`src/rtl/latch_bank_pkg.sv`:
```
package latch_bank_pkg;

  typedef enum logic [1:0] {
    CELL_HOLD  = 2'd0,
    CELL_CLEAR = 2'd1,
    CELL_LOAD  = 2'd2
  } cell_op_e;

  // A write to the cell wins over the bank clear; the clear wins over hold.
  function automatic cell_op_e cell_op(input logic wr, input logic clr);
    if (wr)       return CELL_LOAD;
    else if (clr) return CELL_CLEAR;
    else          return CELL_HOLD;
  endfunction

  function automatic logic cell_next(input cell_op_e op, input logic q, input logic d);
    case (op)
      CELL_LOAD:  return d;
      CELL_CLEAR: return 1'b0;
      default:    return q;
    endcase
  endfunction

endpackage

```
`src/rtl/lb_addr_decode.sv`:
```
module lb_addr_decode #(
  parameter int ADDR_W  = 3,
  parameter int N_CELLS = 1 << ADDR_W
) (
  input  logic              clk_i,
  input  logic [ADDR_W-1:0] addr_i,
  output logic [N_CELLS-1:0] sel_o
);

  for (genvar k = 0; k < N_CELLS; k++) begin : g_sel
    assign sel_o[k] = (addr_i == ADDR_W'(k));
  end

  logic past_valid = 1'b0;
  always_ff @(posedge clk_i) past_valid <= 1'b1;


  sel_onehot_chk: assert property (@(posedge clk_i) disable iff (!past_valid)
    $countones(sel_o) == 1);

endmodule

```
`src/rtl/lb_cell.sv`:
```
module lb_cell
  import latch_bank_pkg::*;
(
  input  logic clk_i,
  input  logic wr_i,
  input  logic clr_i,
  input  logic d_i,
  output logic q_o
);

  cell_op_e op;
  logic     q_next;

  assign op     = cell_op(wr_i, clr_i);
  assign q_next = cell_next(op, q_o, d_i);

  always_ff @(posedge clk_i) q_o <= q_next;

  logic past_valid = 1'b0;
  always_ff @(posedge clk_i) past_valid <= 1'b1;


  load_takes_data_chk: assert property (@(posedge clk_i) disable iff (!past_valid)
    wr_i |=> (q_o == $past(d_i)));


  idle_holds_chk: assert property (@(posedge clk_i) disable iff (!past_valid)
    (!wr_i && !clr_i) |=> $stable(q_o));


  clear_zeroes_chk: assert property (@(posedge clk_i) disable iff (!past_valid)
    (clr_i && !wr_i) |=> !q_o);

endmodule

```
`src/rtl/lb_out_drive.sv`:
```
module lb_out_drive #(
  parameter int N_CELLS = 8
) (
  input  logic               clk_i,
  input  logic               oe_n_i,
  input  logic [N_CELLS-1:0] cells_i,
  output logic [N_CELLS-1:0] data_o,
  output logic [N_CELLS-1:0] oe_o
);

  assign data_o = cells_i;
  assign oe_o   = {N_CELLS{~oe_n_i}};

  logic past_valid = 1'b0;
  always_ff @(posedge clk_i) past_valid <= 1'b1;


  oe_uniform_chk: assert property (@(posedge clk_i) disable iff (!past_valid)
    (oe_o == '0) || (oe_o == '1));


  oe_follows_pin_chk: assert property (@(posedge clk_i) disable iff (!past_valid)
    (!oe_n_i) == oe_o[0]);

endmodule

```
`src/rtl/addr_latch_bank.sv`:
```
module addr_latch_bank #(
  parameter int ADDR_W = 3,
  localparam int N_CELLS = 1 << ADDR_W
) (
  input  logic               clk_i,
  input  logic               strobe_i,
  input  logic               clear_i,
  input  logic [ADDR_W-1:0]  addr_i,
  input  logic               din_i,
  input  logic               oe_n_i,
  output logic [N_CELLS-1:0] bus_o,
  output logic [N_CELLS-1:0] bus_oe_o
);

  logic [N_CELLS-1:0] sel;
  logic [N_CELLS-1:0] wr;
  logic [N_CELLS-1:0] cells;

  lb_addr_decode #(.ADDR_W(ADDR_W), .N_CELLS(N_CELLS)) u_dec (
    .clk_i  (clk_i),
    .addr_i (addr_i),
    .sel_o  (sel)
  );

  for (genvar k = 0; k < N_CELLS; k++) begin : g_cell
    assign wr[k] = strobe_i & sel[k];
    lb_cell u_cell (
      .clk_i (clk_i),
      .wr_i  (wr[k]),
      .clr_i (clear_i),
      .d_i   (din_i),
      .q_o   (cells[k])
    );
  end

  lb_out_drive #(.N_CELLS(N_CELLS)) u_drv (
    .clk_i   (clk_i),
    .oe_n_i  (oe_n_i),
    .cells_i (cells),
    .data_o  (bus_o),
    .oe_o    (bus_oe_o)
  );

  logic past_valid = 1'b0;
  always_ff @(posedge clk_i) past_valid <= 1'b1;


  unselected_keep_chk: assert property (@(posedge clk_i) disable iff (!past_valid)
    (strobe_i && !clear_i) |=> ((bus_o & ~$past(sel)) == ($past(bus_o) & ~$past(sel))));


  clear_load_chk: assert property (@(posedge clk_i) disable iff (!past_valid)
    (strobe_i && clear_i) |=> (bus_o == ($past(sel) & {N_CELLS{$past(din_i)}})));


  enable_no_store_chk: assert property (@(posedge clk_i) disable iff (!past_valid)
    (!strobe_i && !clear_i && $changed(oe_n_i)) |=> $stable(bus_o));

endmodule

```
`config.mk`:
```
export PLATFORM = sky130hd
export DESIGN_NAME = addr_latch_bank
export DESIGN_NICKNAME = d
export VERILOG_FILES = /design/src/rtl/latch_bank_pkg.sv /design/src/rtl/lb_addr_decode.sv /design/src/rtl/lb_cell.sv /design/src/rtl/lb_out_drive.sv /design/src/rtl/addr_latch_bank.sv
export SDC_FILE = /design/constraint.sdc
export NUM_CORES = 1
export LEC_CHECK = 0
export CORE_MARGIN = 3
export CORE_UTILIZATION = 37
export DETAILED_ROUTE_END_ITERATION = 12
export PLACE_DENSITY = 0.7
export SLEW_MARGIN = 40
export SYNTH_ARGS = -nofsm -noshare
export SYNTH_HDL_FRONTEND = slang
export SYNTH_SLANG_ARGS = --single-unit
```
`constraint.sdc`:
```
create_clock -name clk_i -period 2 [get_ports clk_i]
set_input_delay 0.4 -clock clk_i [delete_from_list [all_inputs] [get_ports clk_i]]
set_output_delay 0.4 -clock clk_i [all_outputs]
set_load 0.02 [all_outputs]
```
# --- Yosys cells after proc, flatten, opt, wreduce, memory -nomap -nowiden ---
# Index checks and enable logic that the tools add are counted.
op_classes:
  n_addsub: 0
  n_mul: 0
  n_div: 0
  magnitude_cmp: 0
  n_eq_ne: 23
  shift: 0
  mux: 17
  n_bitwise: 9
  reduce_logical: 9
op_table:
  columns: ["cell", "n"]
  rows:
  - ["$eq 2x1->1 const B", 8]
  - ["$eq 2x2->1 const B", 8]
  - ["$mux 2", 8]
  - ["$pmux 1 s2", 8]
  - ["$reduce_bool 2->1", 8]
  - ["$eq 3x3->1 const B", 4]
  - ["$and 1x1->1", 8]
  - ["$eq 3x2->1 const B", 2]
  - ["$eq 3x1->1 const B", 1]
  - ["$logic_not 3->1", 1]
  - ["$mux 1", 1]
  - ["$not 1->1", 1]
totals:
  regBits: 8
  latch_bits: 0
  mem_bits_rw: 0
  mem_bits_ro: 0
  out_inout_bits: 16
  n_memories: 0

# --- Longest topological paths before layout ---
depth:
  depth_word: 5
  depth_mapped: 2

# --- By module ---
# Synthesis repeated with hierarchy kept, for this count alone.
hier_totals:
  hier_cells: 64
  hier_area_um2: 611.8
by_module_without_submodules:
  columns: ["module", "instances", "cells_each", "area_each_um2"]
  rows:
  - ["lb_cell", 8, 4, 47.5]
  - ["lb_out_drive", 1, 16, 116.4]
  - ["lb_addr_decode", 1, 8, 65.1]
  - ["addr_latch_bank", 1, 8, 50.0]

# --- Worst setup path before layout ---
# No wires, ideal clock.
synth_timing:
  path_kind: "input-to-output"
  from: "input oe_n_i"
  to: "output bus_oe_o[1]"
  arrival_time_ns: 0.833
  path_slack_ns: 0.767
  path_stages: 2
  path_cell_list: "inv_1 buf_4"
synth_between:
  elab_chain_len: 1
synth_lines:
  columns: ["item", "line_no", "rtl"]
  rows:
  - ["from (decl)", "addr_latch_bank.sv:10", "input logic oe_n_i,"]
  - ["$not 1->1", "lb_out_drive.sv:12", "assign oe_o = {N_CELLS{~oe_n_i}};"]
  - ["to (decl)", "addr_latch_bank.sv:12", "output logic [N_CELLS-1:0] bus_oe_o"]
# Every way passes these cells.

# --- Final worst setup path ---
layout_timing:
  from: "input oe_n_i"
  to: "output bus_oe_o[6]"
# The elaborated chain is that of the path after synthesis.

==> impl_metrics.py <==
metrics = {
    "logic_synthesis": {
        "syn_avg_cell_area_um2": 10.9,
        "netlist_instances": 49,
        "netlist_area_um2": 536,
        "ys_types": 12,
        "syn_nets": 57,
        "ys_seq_area_share_pct": 44.9,
        "ys_ff_latch": 8,
        "ys.warnings.count": 0,
    },
    "clock_network": {
        "clk_pin_slew_ns": 0.05,
        "root_buffer": "clkbuf_4",
        "cts_tree": "built",
        "cts.sinks": 8,
        "cts_buffers": 3,
        "htreeDepth": 1,
        "cts_buffer_depth": 2,
    },
    "outcome": {
        "outcome": "finished, final reports clean",
    },
    "die": {
        "start_util_pct": 40.2,
        "ioPinCount": 24,
        "dieArea_um2": 1940,
        "die_w_um": 44.0,
        "fp-row-count": 13,
        "coreArea_um2": 1330,
        "die_h_um": 44.0,
    },
    "placement": {
        "routabilityCongestion": 0.753,
        "placed_cell_area_um2": 679,
        "port_buffers": 23,
        "dp_hpwl_um": 734,
    },
    "sta": {
        "slew_headroom_pct": 75.2,
        "rsz0062_at_grt": "no",
        "setup_tns_ns": 0,
        "hold_viol": 0,
        "whs_ns": 0.965,
        "max_clock_freq_mhz": 589,
        "finalCriticalPeriod_ns": 1.70,
        "final_max_slew_viol_count": 0,
        "setup_viol": 0,
        "period_share_pct": 84.8,
        "tightest_slew_ns": 0.367,
    },
    "worst_setup_path": {
        "slowest_stage": "clkdlybuf4s50_1",
        "cp_data_arrival_time_ns": 1.30,
        "critPathMaxFanout": 8,
        "cp-start-kind": "input port",
        "cp.required_ns": 1.60,
        "worstPathCellList": "clkdlybuf4s50_1 > inv_1 > dlygate4sd2_1",
        "worstSetupPathType": "in2out",
        "worstSetupEndpointType": "output port",
        "cpPeakStageDelay_ns": 0.39,
    },
    "finish": {
        "finalInstanceArea_um2": 711,
        "regArea_um2": 240,
        "fin_nets": 71,
        "largest_reg_flops": 8,
        "antenna_cells": 0,
        "areaGrowthSynthToFinish_pct": 32.7,
        "multi_input_area_um2": 175,
        "reg.largest.list": "g_cell.u_cell.q_o (8)",
        "drive_gt1_share_pct": 6.56,
        "fillers": 134,
        "final_util_pct": 53.3,
        "regMostFlops": "g_cell.u_cell.q_o",
    },
    "power_and_ir_drop": {
        "clock_power_share_pct": 26.5,
        "seqPwrFrac_pct": 46.2,
        "p_leak_nw": 0.314,
        "power.density_nw_per_um2": 627,
        "power.internal_uw": 331,
        "swShare_pct": 25.7,
        "p_total_uw": 446,
        "ir_drop_uv": 281,
        "p_comb_share_pct": 27.3,
        "p_sw_uw": 115,
    },
    "drt": {
        "drtIter0Drc": 3,
        "drc": 0,
        "wl_um": 921,
        "vias_per_cell": 4.93,
        "first_pass_iters": 3,
        "via_count": 375,
        "post_drt_wl_per_cell_um": 12.1,
        "drtAntennaViolNets": 0,
    },
    "hold_path": {
        "hp-class": "in2reg",
    },
    "global_route": {
        "grt_pass1_vias": 315,
        "grt_pass1_wl_mm": 1.35,
        "antenna_found_initial": 0,
        "grt-ovfl-total": 0,
        "grt_max_degree": 9,
        "grt.total_usage_pct": 9.48,
    },
    "run": {
        "cap_violations": 0,
    },
}
cell families (layout without fill, tap and decap cells):
kind of cell	after synthesis	count (layout)	share of synthesized area [%]
DFF	8	8	44.9
buffers and inverters	17	29	22.4
and+or+nand+nor	16	16	21.5
AOI/OAI and AO/OA	8	8	11.2
stage by stage:
| stage | instances | setup slack, ns |
|---|---|---|
| 4_1_cts | 76 | 0.00589 |
| 6_report | 76 | 0.303 |
| 3_3_place_gp | 73 | 0.0230 |
| 2_1_floorplan | 49 | 0.767 |
| 5_1_grt | 76 | 0.223 |
| 3_5_place_dp | 73 | -0.0255 |
cells in the final DEF, fill, tap and decap left out:
| master | Yosys | final |
|---|---|---|
| and4bb_1 | 2 | 2 |
| clkbuf_4 | 0 | 3 |
| or2_1 | 3 | 3 |
| clkdlybuf4s50_1 | 0 | 15 |
| a21boi_0 | 5 | 5 |
| nand2_1 | 5 | 5 |
| edfxtp_1 | 8 | 8 |
| nand4b_1 | 3 | 3 |
| dlymetal6s2s_1 | 0 | 5 |
| nand4bb_1 | 1 | 1 |
| nand4_1 | 1 | 1 |
| dlygate4sd2_1 | 0 | 3 |
| inv_1 | 2 | 2 |
| buf_4 | 15 | 1 |
| nor4b_1 | 1 | 1 |
| o21a_1 | 3 | 3 |
worst max-delay path, delay by kind of cell:
kind | cells | cell delay (ns)
buffers and inverters | 3 | 0.89
area by class of cell:
class,count,area share [%]
Tap cell,15,2.64
Timing Repair Buffer,24,34.7
Inverter,2,1.06
Clock buffer,3,3.17
Multi-Input combinational cell,24,24.6
Sequential cell,8,33.8
metal layers:
layer | vias up | routed length (um) | GRT usage (%)
li1 | 191 | - | -
met1 | 165 | 371 | 10.3
met2 | 19 | 459 | 17.4
met3 | 0 | 90 | 1.22
met4 | 0 | 0 | 5.42
met5 | - | 0 | 0
Yosys cell counts (all sizes together):
master    n  area share [%]
nand4b    3             4.9
o21a      3             4.2
a21boi    5             7.0
or2       3             3.5
nand2     5             3.5
nand4     1             1.2
buf      15              21
inv       2             1.4
nor4b     1             1.6
nand4bb   1             2.1
and4bb    2             4.7
edfxtp    8              45
path summary, 6_finish.rpt:
| path | start | to | slack [ns] | cells after the start |
|---|---|---|---|---|
| worst max-delay path | oe_n_i | bus_oe_o[6] | 0.30 | 3 |
| worst min-delay path | clear_i | g_cell[3].u_cell.q_o | 0.96 | 3 |
what timing repair did:
item,in CTS,in global routing
hold buffers,0,0
endpoints found under the setup margin,8,5
gates resized for setup,3,5
buffers inserted,0,0
pin swaps,0,0
power groups by stage:
stage	combinational (mW)	sequential (mW)	clock, mW
floorplan	0.0838	0.209	0
global placement	0.123	0.209	0
detailed placement	0.126	0.210	0
CTS	0.124	0.206	0.123
global route	0.129	0.207	0.132
finish	0.122	0.206	0.118
Power figures use the tool's default switching activity.
